===== config.mk =====
export PLATFORM = sky130hd
export DESIGN_NAME = dual_port_regfile
export DESIGN_NICKNAME = d
export VERILOG_FILES = /design/src/rtl/rf_pkg.sv /design/src/rtl/rf_wr_decode.sv /design/src/rtl/rf_word.sv /design/src/rtl/rf_rd_mux.sv /design/src/rtl/dual_port_regfile.sv
export SDC_FILE = /design/constraint.sdc
export NUM_CORES = 1
export LEC_CHECK = 0
export BUFFER_PORTS_ARGS = -buffer_cell sky130_fd_sc_hd__buf_4
export CAP_MARGIN = 5
export CORE_ASPECT_RATIO = 0.5
export CORE_MARGIN = 8
export CORE_UTILIZATION = 29
export CTS_CLUSTER_SIZE = 24
export DETAILED_ROUTE_END_ITERATION = 10
export HOLD_SLACK_MARGIN = 0.08
export SLEW_MARGIN = 5
export SYNTH_ARGS = -nofsm -noshare
export SYNTH_HDL_FRONTEND = slang
export SYNTH_SLANG_ARGS = --single-unit

===== constraint.sdc =====
create_clock -name clk -period 5.12 [get_ports clk]
set_input_delay 1.024 -clock clk [delete_from_list [all_inputs] [get_ports clk]]
set_output_delay 1.024 -clock clk [all_outputs]
set_load 0.1 [all_outputs]

===== src/rtl/rf_pkg.sv =====
`timescale 1ns/1ps
package rf_pkg;
   localparam int unsigned RF_DATA_W_DFLT = 32;
   localparam int unsigned RF_ADDR_W_DFLT = 5;
   localparam int unsigned RF_ADDR_W_MAX  = 10;
endpackage


===== src/rtl/rf_wr_decode.sv =====
`timescale 1ns/1ps
module rf_wr_decode #(
   parameter int unsigned ADDR_W = 5,
   localparam int unsigned DEPTH = 1 << ADDR_W
) (
   input  logic              en,
   input  logic [ADDR_W-1:0] addr,
   output logic [DEPTH-1:0]  sel
);
   // enable bit shifted to the addressed slot gives a one-hot (or all-zero) select
   assign sel = {{(DEPTH-1){1'b0}}, en} << addr;
endmodule


===== src/rtl/rf_word.sv =====
`timescale 1ns/1ps
module rf_word #(
   parameter int unsigned DATA_W    = 32,
   parameter bit          HARDWIRED = 1'b0
) (
   input  logic              clk,
   input  logic              load,
   input  logic [DATA_W-1:0] d,
   output logic [DATA_W-1:0] q
);
   generate
      if (HARDWIRED) begin : g_const
         logic unused_inputs;
         assign unused_inputs = ^{clk, load, d};
         assign q = '0;
      end else begin : g_store
         logic [DATA_W-1:0] held;
         // clock-enable register: clock runs freely, load selects new data
         always_ff @(posedge clk) begin
            if (load) held <= d;
         end
         assign q = held;
      end
   endgenerate
endmodule


===== src/rtl/rf_rd_mux.sv =====
`timescale 1ns/1ps
module rf_rd_mux #(
   parameter int unsigned DATA_W = 32,
   parameter int unsigned ADDR_W = 5,
   localparam int unsigned DEPTH = 1 << ADDR_W
) (
   input  logic [DEPTH-1:0][DATA_W-1:0] words,
   input  logic [ADDR_W-1:0]            addr,
   output logic [DATA_W-1:0]            data
);
   assign data = words[addr];
endmodule


===== src/rtl/dual_port_regfile.sv =====
`timescale 1ns/1ps
module dual_port_regfile #(
   parameter int unsigned DATA_W = rf_pkg::RF_DATA_W_DFLT,
   parameter int unsigned ADDR_W = rf_pkg::RF_ADDR_W_DFLT
) (
   input  logic              clk,
   input  logic              wr_en,
   input  logic [ADDR_W-1:0] wr_addr,
   input  logic [DATA_W-1:0] wr_data,
   input  logic [ADDR_W-1:0] rd_addr_a,
   output logic [DATA_W-1:0] rd_data_a,
   input  logic [ADDR_W-1:0] rd_addr_b,
   output logic [DATA_W-1:0] rd_data_b
);
   localparam int unsigned DEPTH = 1 << ADDR_W;

   generate
      if (DATA_W < 1) begin : g_bad_width
         $error("dual_port_regfile: DATA_W must be at least 1");
      end
      if (ADDR_W < 1 || ADDR_W > rf_pkg::RF_ADDR_W_MAX) begin : g_bad_addr
         $error("dual_port_regfile: ADDR_W out of supported range");
      end
   endgenerate

   logic [DEPTH-1:0]             load_sel;
   logic [DEPTH-1:0][DATA_W-1:0] words;

   rf_wr_decode #(.ADDR_W(ADDR_W)) u_dec (
      .en   (wr_en),
      .addr (wr_addr),
      .sel  (load_sel)
   );

   for (genvar i = 0; i < DEPTH; i++) begin : g_entry
      rf_word #(.DATA_W(DATA_W), .HARDWIRED(i == 0)) u_word (
         .clk  (clk),
         .load (load_sel[i]),
         .d    (wr_data),
         .q    (words[i])
      );
   end

   rf_rd_mux #(.DATA_W(DATA_W), .ADDR_W(ADDR_W)) u_rd_a (
      .words (words),
      .addr  (rd_addr_a),
      .data  (rd_data_a)
   );

   rf_rd_mux #(.DATA_W(DATA_W), .ADDR_W(ADDR_W)) u_rd_b (
      .words (words),
      .addr  (rd_addr_b),
      .data  (rd_data_b)
   );
endmodule


==> results.yml, run 1 <==
status:
  status: "complete, no violations"
final_layout:
  area_delta_synth_final_pct: 16.6
  final.fill_count: 14658
  num-nets-final: 2608
  layout_commonest_cell: "edfxtp_1"
  drive_gt1_frac: 0.357
  final_cell_mix: "edfxtp_1 (992), mux4_2 (384), buf_4 (217), mux2i_1 (194), a22o_1 (191)"
  seq_area_um2: 29800
  multi_input_area_um2: 16000
  largest_reg_flops: 992
clock_tree:
  cts_hold_buf: 0
  cts_buffer_depth: 3
  cts_tree: "done"
  numCtsBuffers: 101
  post_cts_buffers: 0
  cts_resized: 0
  path_clk_slew_ns: 0.06
  cts_max_level: 3
  cts_root_buf: "clkbuf_16"
  cts.sinks: 992
setup_path:
  cp_data_arrival_time_ns: 3.61
  endpoint: "rd_data_b[22]"
  end_kind: "output pin"
  slowest_stage: "buf_4"
  cp.depth: 7
  worstSetupStartpoint: "rd_addr_b[1]"
  path_buf_inv: 3
  crit_path_max_incr_delay_ns: 0.62
  cpMostUsedCell: "buf_4"
  required_ns: 4.10
  critPathLaunchType: "input port"
  cp_cell_sequence: "buf_4 -> buf_4 -> mux2_2 -> a22o_1 -> a211oi_1 -> o31ai_2 -> buf_4"
  crit_fanout: 33
  cpLargestDelayFamily: "buffers and inverters"
  worst-setup-path-type: "input port to output pin"
floorplanning:
  core-area_um2: 158000
  initial_core_util: 0.292
  num_io_pins: 113
  die-area_um2: 173000
  die_y_um: 298
  num_rows: 103
  dieWidth_um: 580
sta:
  layout_min_cycle_time_ns: 4.64
  worst_pin_slew_ns: 1.09
  min_period_over_period: 0.905
  slew_headroom: 0.269
  maxSlewViolCount: 0
  finalHoldViolCount: 0
  rsz0062_at_grt: "false"
  timing.fmax_ghz: 0.216
  setup_tns_ns: 0
  setup_viol: 0
pwr:
  peakVddDrop_v: 0.000236
  total_power_uw: 18500
  p_leak_uw: 0.0172
  powerDensity_nw_per_um2: 343
logic_synthesis:
  ys_ff_latch: 992
  avgSynthCellArea_um2: 19.1
  synth-simple-area-share: 0.0147
  synth_top_cell_by_area: "edfxtp_1"
  synthXorXnorAreaFrac: 0
  synth_fa_ha_area_frac: 0
  syn-num-nets: 2467
  synth_top_family_by_area: "multiplexers"
  synth_cells: 2418
  synth_area_um2: 46100
  synth_top_area_frac: 0.645
  seq_area_frac_synth: 0.645
  synth_area_leaders: "edfxtp_1 (65%), mux4_2 (19%), mux2i_1 (4.2%), a22o_1 (3.6%), mux2_2 (1.5%)"
  synth_compound_area_frac: 0.0727
  yosys_warnings: 0
  synthDistinctLibCells: 23
  synthMuxAreaShare: 0.245
routing:
  drt_iter0_drc: 3119
  first_pass_iters: 5
  via_per_inst: 5.57
  wl_mm: 140
  wl_per_cell_um: 29.4
  via_count: 26397
  ant_nets: 0
  drc_errors: 0
grt:
  antenna_found_initial: 6
  grt_overflow: 0
  grt_pass1_wl_mm: 200
  grt_pass1_vias: 27603
  grt.total_usage: 0.156
  grt_max_degree: 65
run:
  cap_violations: 0
min_path:
  hold_path.class: "input port to flop"
placement:
  routabilityCongestion: 0.840
  dpl.hpwl_mm: 85.6
  io_buffer_count: 112
[synth_stat cells]
| cell type | number |
|---|---|
| o21ai_1 | 64 |
| buf_6 | 10 |
| buf_1 | 13 |
| mux4_2 | 384 |
| and2_1 | 66 |
| mux2_2 | 63 |
| nand3_1 | 4 |
| buf_4 | 24 |
| inv_1 | 2 |
| or2_2 | 1 |
| a211oi_1 | 64 |
| nand2b_1 | 4 |
| edfxtp_1 | 992 |
| nand4_1 | 1 |
| o22ai_1 | 64 |
| buf_2 | 52 |
| clkbuf_1 | 111 |
| a22o_1 | 191 |
| nor2_1 | 34 |
| nand2_1 | 7 |
| o31ai_1 | 64 |
| mux2i_1 | 194 |
| nor2b_1 | 9 |
[metrics by stage]
| stage | utilization | instances | cell area [µm²] | hold slack, ns | setup slack [ns] |
|---|---|---|---|---|---|
| 4_1_cts | 0.341 | 4738 | 53800 | 0.696 | 0.499 |
| 3_3_place_gp | 0.321 | 4556 | 50600 | 1.43 | 0.451 |
| 6_report | 0.341 | 4740 | 53800 | 0.732 | 0.484 |
| 5_1_grt | 0.341 | 4739 | 53800 | 0.712 | 0.358 |
| 3_5_place_dp | 0.321 | 4556 | 50600 | 1.43 | 0.503 |
| 2_1_floorplan | - | 2418 | 46500 | 1.12 | 0.611 |
[worst min path at each step]
stage                     start                  endpoint  slack [ns]  cells past startpoint
floorplan            wr_data[0]   g_entry[10].u_word.q[0]        1.12                      0
global placement    wr_data[15]   g_entry[7].u_word.q[15]        1.43                      1
detailed placement  wr_data[14]  g_entry[11].u_word.q[14]        1.43                      1
CTS                 wr_data[14]   g_entry[4].u_word.q[14]        0.70                      1
global route        wr_data[14]  g_entry[15].u_word.q[14]        0.71                      1
finish              wr_data[14]  g_entry[15].u_word.q[14]        0.73                      1
[per-layer routing]
layer / track usage / vias up / routed length [µm]
met5: 0 / - / 27
met2: 0.257 / 1205 / 66700
met3: 0.0251 / 255 / 10600
li1: - / 10727 / -
met4: 0.0539 / 4 / 5150
met1: 0.210 / 14206 / 57100
[report_power, final]
group          total, µW  internal (µW)  switching, µW
combinational       2180            743           1440
sequential          9070           9040           38.0
clock               7220           4090           3140
total              18500          13900           4610
[cells by family (layout without fill, tap and decap cells)]
group	Yosys count	after routing
other cells	0	2
mux	641	641
buf+inv	212	432
compound gates	447	447
flops	992	992
simple gates	126	126
[area by class of cell]
| class | count | share of cell area |
|---|---|---|
| inverter | 2 | 0.000140 |
| clock inverter | 59 | 0.0101 |
| clock buffer | 123 | 0.0493 |
| tap | 2100 | 0.0488 |
| timing repair buffer | 248 | 0.0414 |
| antenna | 2 | 0.0000930 |
| multi-input combinational | 1214 | 0.297 |
| sequential | 992 | 0.554 |
(Power assumes the default switching activity.)
==> inputs of run 2 (changes only) <==
--- a/config.mk
+++ b/config.mk
@@ -9,10 +9,11 @@
 export CAP_MARGIN = 5
 export CORE_ASPECT_RATIO = 0.5
 export CORE_MARGIN = 8
-export CORE_UTILIZATION = 29
+export CORE_UTILIZATION = 60
 export CTS_CLUSTER_SIZE = 24
 export DETAILED_ROUTE_END_ITERATION = 10
 export HOLD_SLACK_MARGIN = 0.08
+export PLACE_DENSITY = 0.77
 export SLEW_MARGIN = 5
 export SYNTH_ARGS = -nofsm -noshare
 export SYNTH_HDL_FRONTEND = slang
==> results.yml, run 2 (synthesized netlist as in run 1, its figures left out) <==
status:
  status: "complete, no violations"
setup_path:
  critPathLaunchType: "input port"
  cpLargestDelayFamily: "buffers and inverters"
  cp_cell_sequence: "buf_8 -> buf_4 -> buf_4 -> mux2i_1 -> o22ai_1 -> a211oi_1 -> o31ai_2 -> buf_4"
  crit_path_max_incr_delay_ns: 0.48
  slowest_stage: "buf_8"
  end_kind: "output pin"
  cp_data_arrival_time_ns: 3.48
  crit_fanout: 52
  worst-setup-path-type: "input port to output pin"
  cp.depth: 8
  path_buf_inv: 4
  cpMostUsedCell: "buf_4"
  required_ns: 4.10
sta:
  setup_tns_ns: 0
  setup_viol: 0
  min_period_over_period: 0.880
  setup_slack_ns: 0.617
  worst_pin_slew_ns: 1.25
  layout_min_cycle_time_ns: 4.50
  whs_ns: 0.733
  maxSlewViolCount: 0
  finalHoldViolCount: 0
  timing.fmax_ghz: 0.222
  slew_headroom: 0.167
  rsz0062_at_grt: "false"
clock_tree:
  cts_hold_buf: 0
  post_cts_buffers: 0
  path_clk_slew_ns: 0.07
  cts.sinks: 992
  cts_buffer_depth: 3
  cts_root_buf: "clkbuf_16"
  cts_max_level: 3
  cts_resized: 0
  numCtsBuffers: 85
  cts_tree: "done"
min_path:
  whs_endpoint: "g_entry[24].u_word.q[18]"
  hold_depth: 1
  hold_start: "wr_data[18]"
  hold_path.class: "input port to flop"
grt:
  grt_overflow: 0
  grt.total_usage: 0.302
  grt_max_degree: 56
  grt_pass1_vias: 28272
  antenna_found_initial: 0
  grt_pass1_wl_mm: 191
routing:
  wl_per_cell_um: 36.2
  wl_met1_mm: 48.5
  first_pass_iters: 6
  dr_wl_met2_mm: 60.2
  via_count: 27435
  drt_iter0_drc: 3945
  routed.top_layer: "met4"
  ant_nets: 0
  drc_errors: 0
  dr_wl_met3_mm: 18.2
  wl_mm: 132
  via_per_inst: 7.52
final_layout:
  num-nets-final: 2597
  final_util: 0.678
  layout_commonest_cell: "edfxtp_1"
  fin_area_um2: 52100
  largest_reg_flops: 992
  final_cell_mix: "edfxtp_1 (992), mux4_2 (384), buf_4 (216), mux2i_1 (194), a22o_1 (191)"
  drive_gt1_frac: 0.356
  final.fill_count: 4857
  area_delta_synth_final_pct: 12.8
floorplanning:
  die_y_um: 212
  num_io_pins: 113
  num_rows: 72
  initial_core_util: 0.601
  dieWidth_um: 408
  die-area_um2: 86600
  core-area_um2: 76800
placement:
  place_area_um2: 49400
  pre_cts_slack_ns: 0.610
  io_buffer_count: 112
  routabilityCongestion: 0.840
  dpl.hpwl_mm: 81.6
pwr:
  peakVddDrop_v: 0.000237
  p_leak_uw: 0.0170
  powerDensity_nw_per_um2: 340
run:
  cap_violations: 0
run 2: cell count changes in the layout (fill, tap and decap cells not counted), moves of 2 or more:
| cell | change |
|---|---|
| clkbuf_1 | -4 |
| inv_6 | +2 |
| clkbuf_16 | -16 |
| clkinv_1 | -9 |
| buf_12 | +6 |
run 2: report_power, final:
group	switching (µW)	internal, µW	leakage, µW	total [µW]
sequential	40.5	9030	0.00894	9070
combinational	1410	738	0.00676	2140
clock	2990	3470	0.00131	6460
run 2: worst max path at each step:
stage | startpoint | endpoint | slack, ns
2_1_floorplan | rd_addr_a[0] | rd_data_a[30] | 0.61
3_5_place_dp | rd_addr_a[0] | rd_data_a[10] | 0.61
5_1_grt | rd_addr_a[0] | rd_data_a[10] | 0.46
3_3_place_gp | rd_addr_a[0] | rd_data_a[10] | 0.62
4_1_cts | rd_addr_a[0] | rd_data_a[10] | 0.60
6_report | rd_addr_a[0] | rd_data_a[10] | 0.62
run 2: per-layer routing:
metal | vias up | GRT usage
li1 | 10685 | -
met1 | 14266 | 0.422
met2 | 2133 | 0.461
met3 | 351 | 0.0853
met4 | 0 | 0.110
met5 | - | 0
run 2: stage by stage:
step | total power [µW] | cells
floorplan | 10700 | 2418
finish | 17700 | 3649
detailed placement | 11400 | 3497
CTS | 17700 | 3648
global placement | 11300 | 3497
global route | 18100 | 3648
run 2: final cells by class:
| class | count | area [µm²] | area share |
|---|---|---|---|
| flip-flops and latches | 992 | 29800 | 0.572 |
| multi-input cells | 1214 | 16000 | 0.307 |
| repair buffers | 253 | 2340 | 0.0449 |
| clock buffers | 103 | 2240 | 0.0430 |
| well taps | 1036 | 1300 | 0.0249 |
| clock inverters | 48 | 430 | 0.00827 |
| inverters | 2 | 7.51 | 0.000144 |
| diodes | 1 | 2.50 | 0.0000481 |
